[config.mk]
export PLATFORM = sky130hd
export DESIGN_NAME = regwin_bridge
export DESIGN_NICKNAME = d
export VERILOG_FILES = /design/src/rtl/regwin_bridge.sv
export SDC_FILE = /design/constraint.sdc
export NUM_CORES = 1
export LEC_CHECK = 0
export BUFFER_PORTS_ARGS = -buffer_cell sky130_fd_sc_hd__buf_2
export CORE_ASPECT_RATIO = 1.25
export CORE_MARGIN = 3
export CORE_UTILIZATION = 43
export CTS_CLUSTER_DIAMETER = 40
export DETAILED_ROUTE_END_ITERATION = 16
export GPL_TIMING_DRIVEN = 0
export PLACE_DENSITY = 0.77
export SLEW_MARGIN = 10
export SYNTH_ARGS = -nofsm -noshare
export SYNTH_HDL_FRONTEND = slang
export SYNTH_SLANG_ARGS = --single-unit
export TNS_END_PERCENT = 30
[constraint.sdc]
create_clock -name clk -period 1.2 [get_ports clk]
set_input_delay 0.06 -clock clk [delete_from_list [all_inputs] [get_ports clk]]
set_output_delay 0.06 -clock clk [all_outputs]
set_load 0.02 [all_outputs]
[src/rtl/regwin_bridge.sv]
module regwin_bridge #(
  parameter int AW = 8,
  parameter int MAX_BYTE = 24,
  parameter int SHIFT_LSB = 0,
  parameter int XFER_BITS = 32,
  parameter int CS_COUNT = 1,
  parameter int CLK_POL = 0,
  parameter int CLK_PHA = 0,
  parameter logic [15:0] PERIPH_ID = 16'h0001,
  localparam int MAX_IDX = MAX_BYTE / 4,
  localparam int IDX_W = $clog2(MAX_IDX + 1)
) (
  input  logic             clk,
  input  logic             rst_n,
  input  logic             h_wr,
  input  logic [AW-1:0]    h_addr,
  input  logic [63:0]      h_wdata,
  output logic [63:0]      h_rdata,
  output logic             d_req,
  output logic             d_we,
  output logic [IDX_W-1:0] d_addr,
  output logic [31:0]      d_wdata,
  input  logic             d_ack,
  input  logic [31:0]      d_rdata,
  input  logic             d_flag
);
  localparam logic [AW-1:0] OFF_CAP = AW'(8);
  localparam logic [AW-1:0] OFF_CMD = AW'(16);
  localparam logic [AW-1:0] OFF_RDD = AW'(24);
  localparam logic [AW-1:0] OFF_WRD = AW'(32);

  localparam logic [63:0] CAP_WORD = {16'h0, PERIPH_ID, 16'h0,
                                      1'(CLK_PHA), 1'(CLK_POL), 6'(CS_COUNT),
                                      6'(XFER_BITS), 1'(SHIFT_LSB), 1'b0};

  typedef enum logic [1:0] {S_IDLE, S_WR, S_RD} st_t;

  st_t              st;
  logic [IDX_W-1:0] idx_q;
  logic [31:0]      stage_q;
  logic [31:0]      fly_q;
  logic [32:0]      rd_q;

  wire cmd_wr  = h_wr && (h_addr == OFF_CMD);
  wire want_wr = h_wdata[8];
  wire want_rd = h_wdata[9];
  wire idx_ok  = h_wdata[7:0] <= 8'(MAX_IDX);
  wire accept  = cmd_wr && (st == S_IDLE);
  wire launch  = accept && idx_ok && (want_wr ^ want_rd);
  wire done    = (st != S_IDLE) && d_ack;

  always_ff @(posedge clk) begin
    if (!rst_n) begin
      st      <= S_IDLE;
      idx_q   <= '0;
      stage_q <= '0;
      fly_q   <= '0;
      rd_q    <= '0;
    end else begin
      if (h_wr && (h_addr == OFF_WRD))
        stage_q <= h_wdata[31:0];
      if (accept && idx_ok)
        idx_q <= h_wdata[IDX_W-1:0];
      if (launch) begin
        st    <= want_wr ? S_WR : S_RD;
        fly_q <= stage_q;
      end else if (done) begin
        st <= S_IDLE;
        if (st == S_RD)
          rd_q <= {d_flag, d_rdata};
      end
    end
  end

  assign d_req   = (st != S_IDLE);
  assign d_we    = (st == S_WR);
  assign d_addr  = idx_q;
  assign d_wdata = fly_q;

  always_comb begin
    case (h_addr)
      OFF_CAP: h_rdata = CAP_WORD;
      OFF_CMD: h_rdata = {54'h0, st == S_RD, st == S_WR, 8'(idx_q)};
      OFF_RDD: h_rdata = {31'h0, rd_q};
      OFF_WRD: h_rdata = {32'h0, stage_q};
      default: h_rdata = '0;
    endcase
  end
endmodule


==> qor_table.md <==
| Quantity | Reported |
|---|---|
| Status | complete, but fails checks |
| Failing checks | negative setup slack |
| Switching part of the total | 0.2310 |
| Area inside the core boundary | 10720 sq um |
| Crit path cell chain | nor4b_4, buf_4, nand3_4, buf_8, o21ai_2, a21boi_1 |
| Post-layout power | 7362 uW |
| Crit. End Element | flip-flop |
| Fraction of post-synthesis cell area in the top cell type by area | 0.4290 |
| Routed via count | 5657 |
| Distinct cell type count of the synthesized netlist | 35 |
| Setup slack after layout | -0.3455 ns |
| Effective utilization at floorplan | 0.4440 |
| Number of buffers added on ports | 145 |
| Commonest non-fill, non-tap cell in the layout | nand2_1 |
| Register area share after synthesis | 0.4290 |
| Achievable frequency | 647.0 MHz |
| Final count of negative-setup-slack endpoints | 135 |
| Min Tclk post-route | 1.546 ns |
| Delay of the slowest cell on the worst path | 0.36 ns |
| Reg2Reg Launch Point | st[1] |
| Worst hold slack after final layout | 0.01038 ns |
| Post-detailed-route wirelength per cell | 20.42 microns |
| Clock root cell | clkbuf_16 |
| Flop2flop setup slack | -0.35 ns |
| Number of hold violations in the final report | 0 |
| Clock skew after layout | 0.009132 ns |
| Detailed Route Iter0 Violations | 538 |
| # nets final | 948 |
| CP startpoint kind | flip-flop |
| Instance count along the most critical hold path | 3 |
| CTS clock-pin slew for the worst setup and hold paths | 0.07 ns |
| # fillers | 680 |
| Logic pwr share | 0.106 |
| Data required, critical path | 1.44 ns |
| Share of cells above drive strength 1 | 0.3839 |
| Vertical die dimension | 123.6 microns |
| Final global-route overflow total | 0 |
| Cell area power density | 928.1 nW/um^2 |
| Count of TritonRoute iterations in the first routing pass | 6 |
| Critical Path Fanout Max | 5 |
| ANT nets after route | 0 |
| End point of the most critical hold path | stage_q[6] |
| Type of the worst setup path | reg -> reg |
| Mapped Area | 4760 sq um |
| Clock tree from TritonCTS | done |
| Unrepaired setup endpoints after global routing | true |
| Layout overhead on the synthesized area | 66.67% |
| Largest net degree at the start of global routing | 17 |
| Ranking of synthesized cells by area | dfxtp_1 (43%), nand2_1 (11%), a21boi_1 (9.8%), a21boi_0 (6.3%), buf_4 (5.2%) |
| Clk pwr share | 0.435 |
| Leakage Power | 0.003307 uW |
| Highest-count cells in the layout ignoring fill and taps | nand2_1 (131), buf_2 (115), dfxtp_1 (100), a21boi_1 (94), dlygate4sd3_1 (64) |
| Die ar. | 12370 sq um |
| Peak ir drop on the vdd network | 0.0008596 V |
| Cell at the slowest stage of the critical path | dfxtp_4 |
| Multi-input gate area | 2688 sq um |
| Cell internal power dissipation | 5662 uW |
| Synth Register Bits | 102 |
| Detailed placement HPWL | 11.28 mm |
| DR DRC count | 0 |
| Pre-CTS WS | -0.6051 ns |
| Max Transition Viols Final | 0 |
| Clock latency at the later pin of the worst-skew pair | 0.36 ns |
| Max-cap violations | 0 |
| Number of buffers between clock root and the deepest sink | 2 |
| Average footprint of a synthesized cell | 8.499 sq um |
| Number of synthesis warnings | 0 |
| Arr. time, crit path | 1.79 ns |
| Type of the worst min-delay path | in -> reg |
| Clock Sinks | 102 |
| Cell row count | 42 |
| Number of antenna violations at the first check in global routing | 2 |
| Number of H-tree branching levels | 3 |
| Weighted congestion reported at the end of routability-driven placement | 0.8779 |
| First-pass GRT wire length | 28.64 mm |
| Switching power of the nets | 1701 uW |
| Relative slew slack | 0.5300 |
| HP Start | h_wdata[6] |
| Endpoint of the most critical register-to-register path | d_wdata[19] |
| Worst r2r path cells | 6 |
| Actual transition at the worst max-transition pin | 0.7049 ns |
| Final wirelength | 20.00 mm |
| Final critical-path share of the clock period | 1.288 |
| Number of global-route vias before repair | 5600 |
| Library cell occupying the most area in the post-synthesis netlist | dfxtp_1 |
| Share of power burned in registers | 0.459 |
| Number of top-level pins | 210 |
| Post-detailed-route via-to-cell ratio | 5.778 |
| Die Span X | 100.1 microns |
| Cts bufs inserted | 9 |
| Number of cells produced by synthesis | 560 |
| Gr usage total | 0.3005 |
| Area used by sequential logic in the layout | 2049 sq um |
==> layer usage <==
metal | part of all wire | routed length, microns | vias up | GRT usage
met4 | 0.066 | 1314 | 0 | 0.2106
met3 | 0.11 | 2130 | 124 | 0.07227
met2 | 0.51 | 10160 | 450 | 0.5280
met1 | 0.32 | 6390 | 2617 | 0.3145
met5 | 0 | 0 | - | 0
li1 | - | - | 2466 | -
==> worst max-delay path by stage <==
| stage | start | end | slack, ns | cells after the start |
|---|---|---|---|---|
| floorplan | st[1] | d_wdata[19] | -0.12 | 6 |
| global placement | h_addr[5] | h_rdata[20] | -0.61 | 6 |
| detailed placement | h_addr[5] | h_rdata[20] | -0.61 | 6 |
| CTS | st[0] | d_addr[1] | -0.30 | 6 |
| global route | st[1] | d_wdata[19] | -0.40 | 6 |
| finish | st[1] | d_wdata[19] | -0.35 | 6 |
==> per-stage QoR <==
stage / util / TNS (ns) / area [sq um] / cells
final: 0.7400 / -26.88 / 7933 / 979
after global routing: 0.7397 / -32.45 / 7930 / 978
after CTS: 0.7110 / -17.97 / 7622 / 973
after detailed placement: 0.5410 / -54.67 / 5799 / 867
after global placement: 0.5410 / -51.61 / 5799 / 867
after floorplan: - / -4.407 / 4908 / 590
==> state kept, by name (all words and copies together) (netlist names) <==
name and cells:
d_addr 3, stage_q 32, rd_q 33, st 2
d_wdata 32
==> synth_stat cells <==
library cell and number:
a21boi_0 40, a21boi_1 62, a21oi_1 2, a221o_1 2
a22o_1 26, a22oi_1 3, and2_1 1, and3_1 3
and3b_1 1, and4_1 1, buf_2 12, buf_4 33
buf_6 7, clkbuf_1 28, conb_1 1, dfxtp_1 102
inv_1 2, nand2_1 138, nand2b_1 2, nand3_1 6
nand3b_1 1, nand4_1 33, nand4b_1 3, nor2_1 2
nor2b_1 3, nor3_1 1, nor4_4 2, nor4b_1 1
nor4b_2 2, o21ai_0 35, o21ai_1 1, or2_2 1
or4_1 1, or4b_1 1, xor2_1 1
==> power groups by stage <==
stage	Clock, uW	Sequential, uW	Combinational (uW)
floorplan	0	3460	313
global placement	0	3460	514
finish	3200	3380	780
global route	3340	3380	816
detailed placement	0	3460	519
CTS	3180	3380	717
==> cell type report <==
type,instances,share of cell area
multi-input combinational,407,0.3388
sequential,102,0.2584
timing repair buffer,237,0.2492
buffer,80,0.09022
clock buffer,10,0.03013
tap,132,0.02082
clock inverter,6,0.01057
inverter,2,0.0009464
antenna,3,0.0009464
==> critical path: cells and delay by family, from the launching register on <==
family                 cells  cell delay [ns]
AND/OR/NAND/NOR            2             0.46
buffers and inverters      2             0.40
flip-flops                 1             0.36
AO/OA/AOI/OAI              2             0.19
==> kinds of logic (layout without fill, tap and decap cells) <==
logic type	Yosys count	count (layout)	synth area share
and+or+nand+nor	203	204	0.2058
AOI/OAI and AO/OA	171	171	0.2576
DFF	102	102	0.4290
buffers and inverters	82	335	0.1049
other	1	34	0.0007879
xor gates and xnor gates	1	1	0.001841
==> repair_timing <==
action	CTS	global route
pin swaps	62	51
hold buffers	64	0
cloned	11	1
setup buffers	15	3
hold endpoints to repair	67	0
gates resized for setup	221	73
setup endpoints to repair	131	135
Note: power is estimated with default switching activity, not from simulation.
